### src/rtl/kseq_pkg.sv
package kseq_pkg;
    localparam int BYTE_W    = 8;
    localparam int IDX_W     = 3;
    localparam int PRINT_LEN = 4;
    localparam int PAUSE_LEN = 6;
    localparam logic [BYTE_W-1:0] EXT_BYTE = 8'hE0;

    typedef enum logic [2:0] {
        CLS_PLAIN,
        CLS_EXT,
        CLS_PRINT,
        CLS_PAUSE,
        CLS_DROP
    } key_class_e;

    typedef enum logic [1:0] {
        ST_IDLE,
        ST_PREFIX,
        ST_CODE,
        ST_FIXED
    } seq_state_e;
endpackage

### src/rtl/kseq_rom.sv
module kseq_rom
    import kseq_pkg::*;
#(
    parameter int KEY_W = 7
) (
    input  logic [KEY_W-1:0]  key,
    output logic [BYTE_W-1:0] code
);
    localparam int KW = KEY_W + 1;
    logic [KW-1:0] kb;

    assign kb = {1'b0, key};

    always_comb begin
        code = 8'h00;
        if (kb == KW'(0)) begin
            code = 8'h00;
        end else if (kb == KW'(1)) begin
            code = 8'h29;
        end else if (kb <= KW'(27)) begin
            code = BYTE_W'(kb);
        end else if (kb == KW'(28)) begin
            code = 8'h2B;
        end else if (kb <= KW'(39)) begin
            code = BYTE_W'(kb + KW'(1));
        end else if (kb == KW'(40)) begin
            code = 8'h1C;
        end else if (kb <= KW'(50)) begin
            code = BYTE_W'(kb + KW'(3));
        end else if (kb == KW'(51)) begin
            code = 8'h39;
        end else if (kb == KW'(52)) begin
            code = 8'h01;
        end else if (kb >= KW'(65) && kb <= KW'(67)) begin
            code = BYTE_W'(kb + KW'(14));
        end else if (kb >= KW'(68) && kb <= KW'(70)) begin
            code = BYTE_W'(kb + KW'(7));
        end else if (kb >= KW'(71) && kb <= KW'(73)) begin
            code = BYTE_W'(kb);
        end else if (kb >= KW'(79) && kb <= KW'(88)) begin
            code = BYTE_W'(kb - KW'(20));
        end else begin
            case (kb)
                KW'(53):  code = 8'h52;
                KW'(54):  code = 8'h53;
                KW'(55):  code = 8'h4B;
                KW'(56):  code = 8'h47;
                KW'(57):  code = 8'h4F;
                KW'(58):  code = 8'h48;
                KW'(59):  code = 8'h50;
                KW'(60):  code = 8'h49;
                KW'(61):  code = 8'h51;
                KW'(62):  code = 8'h4D;
                KW'(63):  code = 8'h37;
                KW'(64):  code = 8'h4E;
                KW'(74):  code = 8'h52;
                KW'(75):  code = 8'h53;
                KW'(76):  code = 8'h4A;
                KW'(77):  code = 8'h1C;
                KW'(78):  code = 8'h35;
                KW'(89):  code = 8'h57;
                KW'(90):  code = 8'h58;
                KW'(91):  code = 8'h2A;
                KW'(92):  code = 8'h36;
                KW'(93):  code = 8'h38;
                KW'(94):  code = 8'h38;
                KW'(95):  code = 8'h1D;
                KW'(96):  code = 8'h1D;
                KW'(97):  code = 8'h3A;
                KW'(98):  code = 8'h45;
                KW'(99):  code = 8'h46;
                KW'(100): code = 8'h2A;
                KW'(101): code = 8'h1D;
                KW'(102): code = 8'h5B;
                KW'(103): code = 8'h5C;
                KW'(104): code = 8'h5D;
                KW'(105): code = 8'hFF;
                KW'(108): code = 8'h5E;
                KW'(109): code = 8'h5F;
                KW'(110): code = 8'h63;
                KW'(111): code = 8'h70;
                KW'(112): code = 8'h7B;
                KW'(113): code = 8'h79;
                KW'(114): code = 8'h7D;
                KW'(115): code = 8'h73;
                KW'(116): code = 8'h5B;
                KW'(117): code = 8'h5C;
                KW'(118): code = 8'h5D;
                KW'(119): code = 8'h63;
                KW'(120): code = 8'h65;
                KW'(121): code = 8'h66;
                KW'(122): code = 8'h68;
                KW'(123): code = 8'h69;
                KW'(124): code = 8'h6B;
                KW'(125): code = 8'h56;
                KW'(126): code = 8'h54;
                default:  code = 8'h00;
            endcase
        end
    end
endmodule

### src/rtl/kseq_classify.sv
module kseq_classify
    import kseq_pkg::*;
#(
    parameter int          KEY_W     = 7,
    parameter int          LO_BASE   = 53,
    parameter logic [31:0] LO_MASK   = 32'h030003FF,
    parameter int          HI_BASE   = 85,
    parameter logic [31:0] HI_MASK   = 32'h038E0A00,
    parameter int          PRINT_KEY = 100,
    parameter int          PAUSE_KEY = 101,
    parameter int          MUTE_A    = 106,
    parameter int          MUTE_B    = 107
) (
    input  logic [KEY_W-1:0] key,
    output key_class_e       cls
);
    localparam int NWIN = 2;
    localparam int SPAN = 32;
    localparam int OW   = KEY_W + 1;

    logic [NWIN-1:0] hit;

    for (genvar w = 0; w < NWIN; w++) begin : g_win
        localparam int          BASE = (w == 0) ? LO_BASE : HI_BASE;
        localparam logic [31:0] MASK = (w == 0) ? LO_MASK : HI_MASK;
        logic [OW-1:0] off;
        assign off    = {1'b0, key} - OW'(BASE);
        assign hit[w] = ({1'b0, key} >= OW'(BASE)) && (off < OW'(SPAN)) && MASK[off[4:0]];
    end

    always_comb begin
        if (key == KEY_W'(MUTE_A) || key == KEY_W'(MUTE_B)) begin
            cls = CLS_DROP;
        end else if (key == KEY_W'(PRINT_KEY)) begin
            cls = CLS_PRINT;
        end else if (key == KEY_W'(PAUSE_KEY)) begin
            cls = CLS_PAUSE;
        end else if (|hit) begin
            cls = CLS_EXT;
        end else begin
            cls = CLS_PLAIN;
        end
    end
endmodule

### src/rtl/kseq_fixed.sv
module kseq_fixed
    import kseq_pkg::*;
(
    input  logic              is_pause,
    input  logic              brk,
    input  logic [IDX_W-1:0]  idx,
    output logic [BYTE_W-1:0] data,
    output logic              last
);
    always_comb begin
        data = 8'h00;
        if (is_pause) begin
            case (idx)
                3'd0:    data = 8'hE1;
                3'd1:    data = 8'h1D;
                3'd2:    data = 8'h45;
                3'd3:    data = 8'hE1;
                3'd4:    data = 8'h9D;
                default: data = 8'hC5;
            endcase
            last = (idx == IDX_W'(PAUSE_LEN - 1));
        end else begin
            if (!idx[0]) begin
                data = EXT_BYTE;
            end else if (idx[1]) begin
                data = brk ? 8'hAA : 8'h37;
            end else begin
                data = brk ? 8'hB7 : 8'h2A;
            end
            last = (idx == IDX_W'(PRINT_LEN - 1));
        end
    end
endmodule

### src/rtl/keynum_scan_seq.sv
module keynum_scan_seq
    import kseq_pkg::*;
#(
    parameter int KEY_W = 7
) (
    input  logic              clk,
    input  logic              rst_n,
    input  logic              key_valid,
    output logic              key_ready,
    input  logic [KEY_W-1:0]  key_num,
    input  logic              key_release,
    output logic              byte_valid,
    input  logic              byte_ready,
    output logic [BYTE_W-1:0] byte_data,
    output logic              byte_break
);
    seq_state_e        state_q, state_d;
    logic [IDX_W-1:0]  idx_q, idx_d;
    logic [KEY_W-1:0]  key_q;
    logic              rel_q;
    key_class_e        cls_q, cls_in;
    logic [BYTE_W-1:0] rom_code, fix_byte;
    logic              fix_last;
    logic              in_fire, out_fire;

    kseq_classify #(.KEY_W(KEY_W)) u_cls (
        .key (key_num),
        .cls (cls_in)
    );

    kseq_rom #(.KEY_W(KEY_W)) u_rom (
        .key  (key_q),
        .code (rom_code)
    );

    kseq_fixed u_fix (
        .is_pause (cls_q == CLS_PAUSE),
        .brk      (rel_q),
        .idx      (idx_q),
        .data     (fix_byte),
        .last     (fix_last)
    );

    assign in_fire  = key_valid && key_ready;
    assign out_fire = byte_valid && byte_ready;

    always_comb begin
        state_d = state_q;
        idx_d   = idx_q;
        unique case (state_q)
            ST_IDLE: begin
                if (key_valid) begin
                    idx_d = '0;
                    unique case (cls_in)
                        CLS_DROP:             state_d = ST_IDLE;
                        CLS_PRINT, CLS_PAUSE: state_d = ST_FIXED;
                        CLS_EXT:              state_d = ST_PREFIX;
                        default:              state_d = ST_CODE;
                    endcase
                end
            end
            ST_PREFIX: if (out_fire) state_d = ST_CODE;
            ST_CODE:   if (out_fire) state_d = ST_IDLE;
            ST_FIXED: begin
                if (out_fire) begin
                    if (fix_last) state_d = ST_IDLE;
                    else          idx_d   = idx_q + IDX_W'(1);
                end
            end
            default: state_d = ST_IDLE;
        endcase
    end

    always_ff @(posedge clk or negedge rst_n) begin
        if (!rst_n) begin
            state_q <= ST_IDLE;
            idx_q   <= '0;
            key_q   <= '0;
            rel_q   <= 1'b0;
            cls_q   <= CLS_PLAIN;
        end else begin
            state_q <= state_d;
            idx_q   <= idx_d;
            if (in_fire) begin
                key_q <= key_num;
                rel_q <= key_release;
                cls_q <= cls_in;
            end
        end
    end

    always_comb begin
        key_ready  = 1'b0;
        byte_valid = 1'b0;
        byte_data  = '0;
        byte_break = 1'b0;
        unique case (state_q)
            ST_IDLE: key_ready = 1'b1;
            ST_PREFIX: begin
                byte_valid = 1'b1;
                byte_data  = EXT_BYTE;
                byte_break = rel_q;
            end
            ST_CODE: begin
                byte_valid = 1'b1;
                byte_data  = rom_code | {rel_q, 7'b0};
                byte_break = rel_q;
            end
            ST_FIXED: begin
                byte_valid = 1'b1;
                byte_data  = fix_byte;
                byte_break = rel_q;
            end
            default: key_ready = 1'b0;
        endcase
    end
endmodule

### config.mk
export PLATFORM = sky130hd
export DESIGN_NAME = keynum_scan_seq
export DESIGN_NICKNAME = d
export VERILOG_FILES = /design/src/rtl/kseq_pkg.sv /design/src/rtl/kseq_rom.sv /design/src/rtl/kseq_classify.sv /design/src/rtl/kseq_fixed.sv /design/src/rtl/keynum_scan_seq.sv
export SDC_FILE = /design/constraint.sdc
export NUM_CORES = 1
export LEC_CHECK = 0
export BUFFER_PORTS_ARGS = -buffer_cell sky130_fd_sc_hd__buf_2
export CAP_MARGIN = 5
export CORE_ASPECT_RATIO = 0.6
export CORE_UTILIZATION = 30
export CTS_BUF_LIST = sky130_fd_sc_hd__clkbuf_4
export CTS_CLUSTER_SIZE = 8
export DETAILED_ROUTE_END_ITERATION = 12
export HOLD_SLACK_MARGIN = 0.15
export PLACE_DENSITY = 0.43
export SYNTH_ARGS = -nofsm -noshare
export SYNTH_HDL_FRONTEND = slang
export SYNTH_SLANG_ARGS = --single-unit
export TNS_END_PERCENT = 5
### constraint.sdc
create_clock -name clk -period 3.7 [get_ports clk]
set_input_delay 0.555 -clock clk [delete_from_list [all_inputs] [get_ports clk]]
set_output_delay 0.555 -clock clk [all_outputs]
set_load 0.05 [all_outputs]
After elaboration in Yosys (flattened, before gate mapping) --
Memory sizes are Yosys's and may differ from the RTL's. Cells that the tools add are included.
Word-level totals: bits in registers 16, memory bits (read-only) 1088, input port bits 12, word-level logic and storage cells 124, memories kept 3
Memory list:
- (name not given) | depth 128, width 8, read ports 1, clocked after memory_dff 0, wr ports 0, line kseq_rom.sv:43 | case (kb)
- (name not given) | depth 32, width 1, read ports 1, clocked after memory_dff 0, wr ports 0, line kseq_classify.sv:28 | assign hit[w] = ({1'b0, key} >= OW'(BASE)) && (off < OW'(SPAN)) && MASK[off[4:0]];
- (name not given) | depth 32, width 1, read ports 1, clocked after memory_dff 0, wr ports 0, line kseq_classify.sv:28
Cells by class: add/subtract/negate cells 8, order comparisons 17, eq/ne operators 28, mux-type cells 41, bitwise gates (word level) 1, reduce and logical (&&, ||, !) cells 21
Operators with widths (count):
- 8-bit two-way mux | 18
- 7-bit greater-or-equal comparator (second input constant) | 5
- 8-bit case mux with 4 select lines | 1
- 7-bit == test (second input constant) | 4
- 7-bit less-or-equal comparator (second input constant) | 4
- 8-bit case mux with 3 select lines | 1
- 7-bit by 6-bit == test with 1-bit output (second input constant) | 3
- 3-bit two-way mux | 6
- 8-bit by 6-bit less-than comparator with 1-bit output (second input constant) | 2
- 3-bit by 2-bit == test with 1-bit output (second input constant) | 5
- 7-bit by 6-bit less-or-equal comparator with 1-bit output (second input constant) | 2
- 5-bit by 6-bit less-than comparator with 1-bit output (second input constant) | 2
- 2-bit != test (second input constant) | 6
- 1-bit logical AND | 10
- 2-bit two-way mux | 5
- 3-bit == test (second input constant) | 3
- 7-bit by 1-bit adder with 8-bit output (second input constant) | 1
- 7-bit by 2-bit adder with 8-bit output (second input constant) | 1
- 7-bit by 3-bit adder with 8-bit output (second input constant) | 1
- 7-bit by 4-bit adder with 8-bit output (second input constant) | 1
- 8-bit logical NOT | 1
- 8-bit bitwise OR | 1
- 2-bit case mux with 4 select lines | 1
- 7-bit by 5-bit subtractor with 8-bit output (second input constant) | 1
- 21 further kinds | 31

Depth between registers and ports, before layout --
depth in word-level cells 17, mapped depth 13, gate-level depth less buffers 11

Hierarchy --
From an unflattened synthesis, not the netlist that was laid out.
Unflattened totals: cells, all modules 480, area total of the unflattened synthesis 3636.0 um^2
Modules (own cells, without submodules):
- kseq_rom | instances 1, cells an instance 313, area each 2143.3 um^2, seq. area each 0.0 um^2
- keynum_scan_seq | instances 1, cells an instance 81, area each 880.8 um^2, seq. area each 400.4 um^2
- kseq_classify | instances 1, cells an instance 60, area each 430.4 um^2, seq. area each 0.0 um^2
- kseq_fixed | instances 1, cells an instance 26, area each 181.4 um^2, seq. area each 0.0 um^2

Worst setup path before layout --
Ideal clock, no wire load.
kind reg-to-output, start register key_q[1], end output port byte_data[4], data arrival time 3.683 ns, required time 3.145 ns, setup slack -0.538 ns, cell stages (with the launch flop) 13, path buffers 3, cells stage by stage dfrtp_1 clkbuf_1 buf_2 inv_1 ha_1 clkbuf_1 and2_1 o21ai_0 o311a_1 o31ai_1 o2bb2ai_1 a21oi_1 o21ai_0
On the way: longest elaborated chain between the ends 17, elaborated cells between the ends (all ways) 42, classes of those cells add/sub (5); order compare (11); eq/ne (5); mux (14); bitwise (1); reduce/logical (5); memory (1)
Ends and longest elaborated chain:
- start: declaration | line keynum_scan_seq.sv:19 | logic [KEY_W-1:0] key_q;
- start signal: assignment | line keynum_scan_seq.sv:85 | key_q <= key_num;
- branches (longest 14 deep; another with memory 128 x 8 bit)
- 8-bit two-way mux * | line kseq_rom.sv:16 | if (kb == KW'(0)) begin
- 8-bit bitwise OR * | line keynum_scan_seq.sv:106 | byte_data = rom_code | {rel_q, 7'b0};
- 8-bit case mux with 3 select lines * | line keynum_scan_seq.sv:97 | unique case (state_q)
- end: declaration | line keynum_scan_seq.sv:14 | output logic [BYTE_W-1:0] byte_data,
Every way passes the cells marked *.

Worst setup path in the final report --
start register key_q[2], end output port byte_data[2]
The elaborated chain is that of the path after synthesis.

==> results_dict.tcl <==
set metrics [dict create \
    clk_path_buf_depth 2 \
    yosys.area_share.adder_pct 12.1 \
    synth_cell_types 69 \
    grt_pass1_vias 3459 \
    ant_nets 0 \
    avgSynthCellArea_sq_um 7.05 \
    synth-seq-cells 16 \
    die_x_um 138 \
    setup_ws_ps 106 \
    start_util_pct 31.1 \
    io_buffers 22 \
    hold_violations 0 \
    final_cells 632 \
    setup_violations 0 \
    synth_xor_area_share_pct 2.64 \
    finalCriticalPeriod_ps 3590 \
    syn_area_sq_mm 0.00331 \
    fillCellCount 1159 \
    syn_inst 470 \
    ctsHoldBuffers 0 \
    slew_viol_final 0 \
    die_area_sq_mm 0.0115 \
    worst_slew_pin_slew_ps 747 \
    crit_required_ps 3140 \
    antenna_found_initial 0 \
    synth-simple-area-share_pct 23.6 \
    grt_max_degree 49 \
    num_rows 29 \
    clkTransAtPathRegs_ps 100 \
    grt_use_total_pct 23.2 \
    wire_per_inst_um 20.7 \
    worstPathMaxFanout 7 \
    rrSetupSlack_ps 1520 \
    worstSetupPathType "reg2out" \
    wl_mm 13.1 \
    dr_total_vias 3869 \
    async_reset_ff_share_pct 100 \
    h-tree-depth 1 \
    skew_ps 4.48 \
    via_per_inst 6.12 \
    hold_class "in2async" \
    cp.arrival_ps 3040 \
    synth_fp_nets 514 \
    ys_seq_area_share_pct 12.1 \
    ioPinCount 23 \
    maxSlewHeadroom_pct 48.9 \
    endpoint_kind "output port" \
    cts_tree "done" \
    startpoint_type "flip-flop" \
    synth_flop_cell "dfrtp_1" \
    post-dp-hpwl_mm 9.98 \
    drv_cap 0 \
    most-common-layout-cells "nand2_1, o21ai_0, a21oi_1, buf_4, ha_1" \
    reg2reg_depth 7 \
    die_y_um 83.4 \
    preCtsSetupSlack_ps 353 \
    drc 0 \
    synth_area_leaders "dfrtp_1, ha_1, o21ai_0" \
    coreArea_sq_mm 0.0107 \
    nNetsFinal 539 \
    setup-tns-final_ps 0 \
    synth-edff-count 0 \
    status "complete, no violations" \
    place_inst 624 \
    cts_buffers 3 \
    cts_root_buffer "clkbuf_4" \
    netlist.area_leader.share_pct 12.1 \
    area_growth_pct 15.0 \
    clk_latency_ps 300 \
    num_antenna_cells 0 \
    grt-ovfl-total 0 \
    drtPass1Iterations 6 \
    cts.sinks 16 \
    final_common_cell "nand2_1" \
    synthMuxAreaShare_pct 4.61 \
    drt_iter0_markers 572 \
    timing.final.crit_share_pct 97.1 \
    hold_ws_ps 165 \
    layout-drive-gt1-share_pct 19.1 \
    grt_pass1_wl_mm 20.3 \
    clock.fmax_ghz 0.278 \
    synth_compound_area_share_pct 37.4 \
    gp_congestion 0.932 \
    synth_area_leader_cell "dfrtp_1" \
    synth_top_family_by_area "compound AO/OA/AOI/OAI gates" \
    yosysWarnings 0 \
]
## synthesized netlist by cell type, types with 4 or more instances
cell type	n
a211oi_1	6
a21oi_1	37
a22oi_1	5
a31oi_1	13
a32oi_1	5
and2_1	7
buf_2	19
clkbuf_1	13
dfrtp_1	16
ha_1	32
inv_1	23
mux2_2	10
mux2i_1	4
nand2_1	50
nand2b_1	16
nand3_1	15
nand3b_1	5
nand4_1	4
nor2_1	24
nor2b_1	10
nor3_1	9
o2111ai_1	4
o211ai_1	6
o21ai_0	43
o22ai_1	6
o31a_1	5
o31ai_1	9
xnor2_1	7
## final timing paths
| check | startpoint | end |
|---|---|---|
| min in group clk | key_release | rel_q$_DFFE_PN0P_ |
| worst max-delay path | key_q[2]$_DFFE_PN0P_ | byte_data[2] |
| max in group asynchronous | rst_n | key_q[0]$_DFFE_PN0P_ |
| worst min register to register | cls_q[0]$_DFFE_PN0P_ | cls_q[0]$_DFFE_PN0P_ |
| worst min-delay path | rst_n | rel_q$_DFFE_PN0P_ |
| worst max register to register | cls_q[2]$_DFFE_PN0P_ | state_q[1]$_DFFE_PN0P_ |
## flip-flops by register name (all words and copies together) (netlist names)
name / flops
key_q: 7
idx_q: 3
cls_q: 3
state_q: 2
rel_q: 1
## timing repair
action	in CTS	in global routing
gates resized for setup	1	23
setup endpoints to repair	1	7
setup buffers	0	5
pin swaps	0	1
## area by class of cell
type                    instances  area, sq um  share of cell area [%]
clock buffers                   3         22.5                   0.591
inverters                      24         93.8                    2.46
multi-input cells             395         2730                    71.6
flip-flops and latches         16          402                    10.5
well taps                     139          174                    4.56
repair buffers                 55          390                    10.2
## critical path, stage by stage, from the launching register on
cell	delay [ps]
dfrtp_1	440
clkinvlp_4	240
buf_4	200
ha_1	230
a21bo_2	260
a32o_1	300
o21ai_0	120
nand2_1	120
a22oi_1	220
o21ai_0	150
a41o_1	250
buf_2	210
## per-layer routing
layer	vias to the layer above	share of wire, %	track usage (%)
met3	22	11	7.33
met1	1840	52	38.0
met5	-	0	0
li1	1806	-	-
met4	0	0.95	3.75
met2	201	37	28.2
## cell families (layout without fill, tap and decap cells)
| group | after synthesis | after routing |
|---|---|---|
| AO/OA/AOI/OAI | 183 | 183 |
| XOR/XNOR | 10 | 10 |
| adder cells (fa/ha/maj) | 32 | 32 |
| buffers and inverters | 59 | 82 |
| flip-flops | 16 | 16 |
| multiplexers | 14 | 14 |
| AND/OR/NAND/NOR | 156 | 156 |
## per-stage QoR
| stage | area (sq um) | util (%) |
|---|---|---|
| after floorplan | 3320 | - |
| after global placement | 3670 | 34.4 |
| after detailed placement | 3670 | 34.4 |
| after CTS | 3700 | 34.7 |
| after global routing | 3810 | 35.7 |
| final | 3810 | 35.7 |
Power is left out: the tool's default activity adds up to more than one toggle a clock period on the data nets, which glitch-free logic cannot reach.
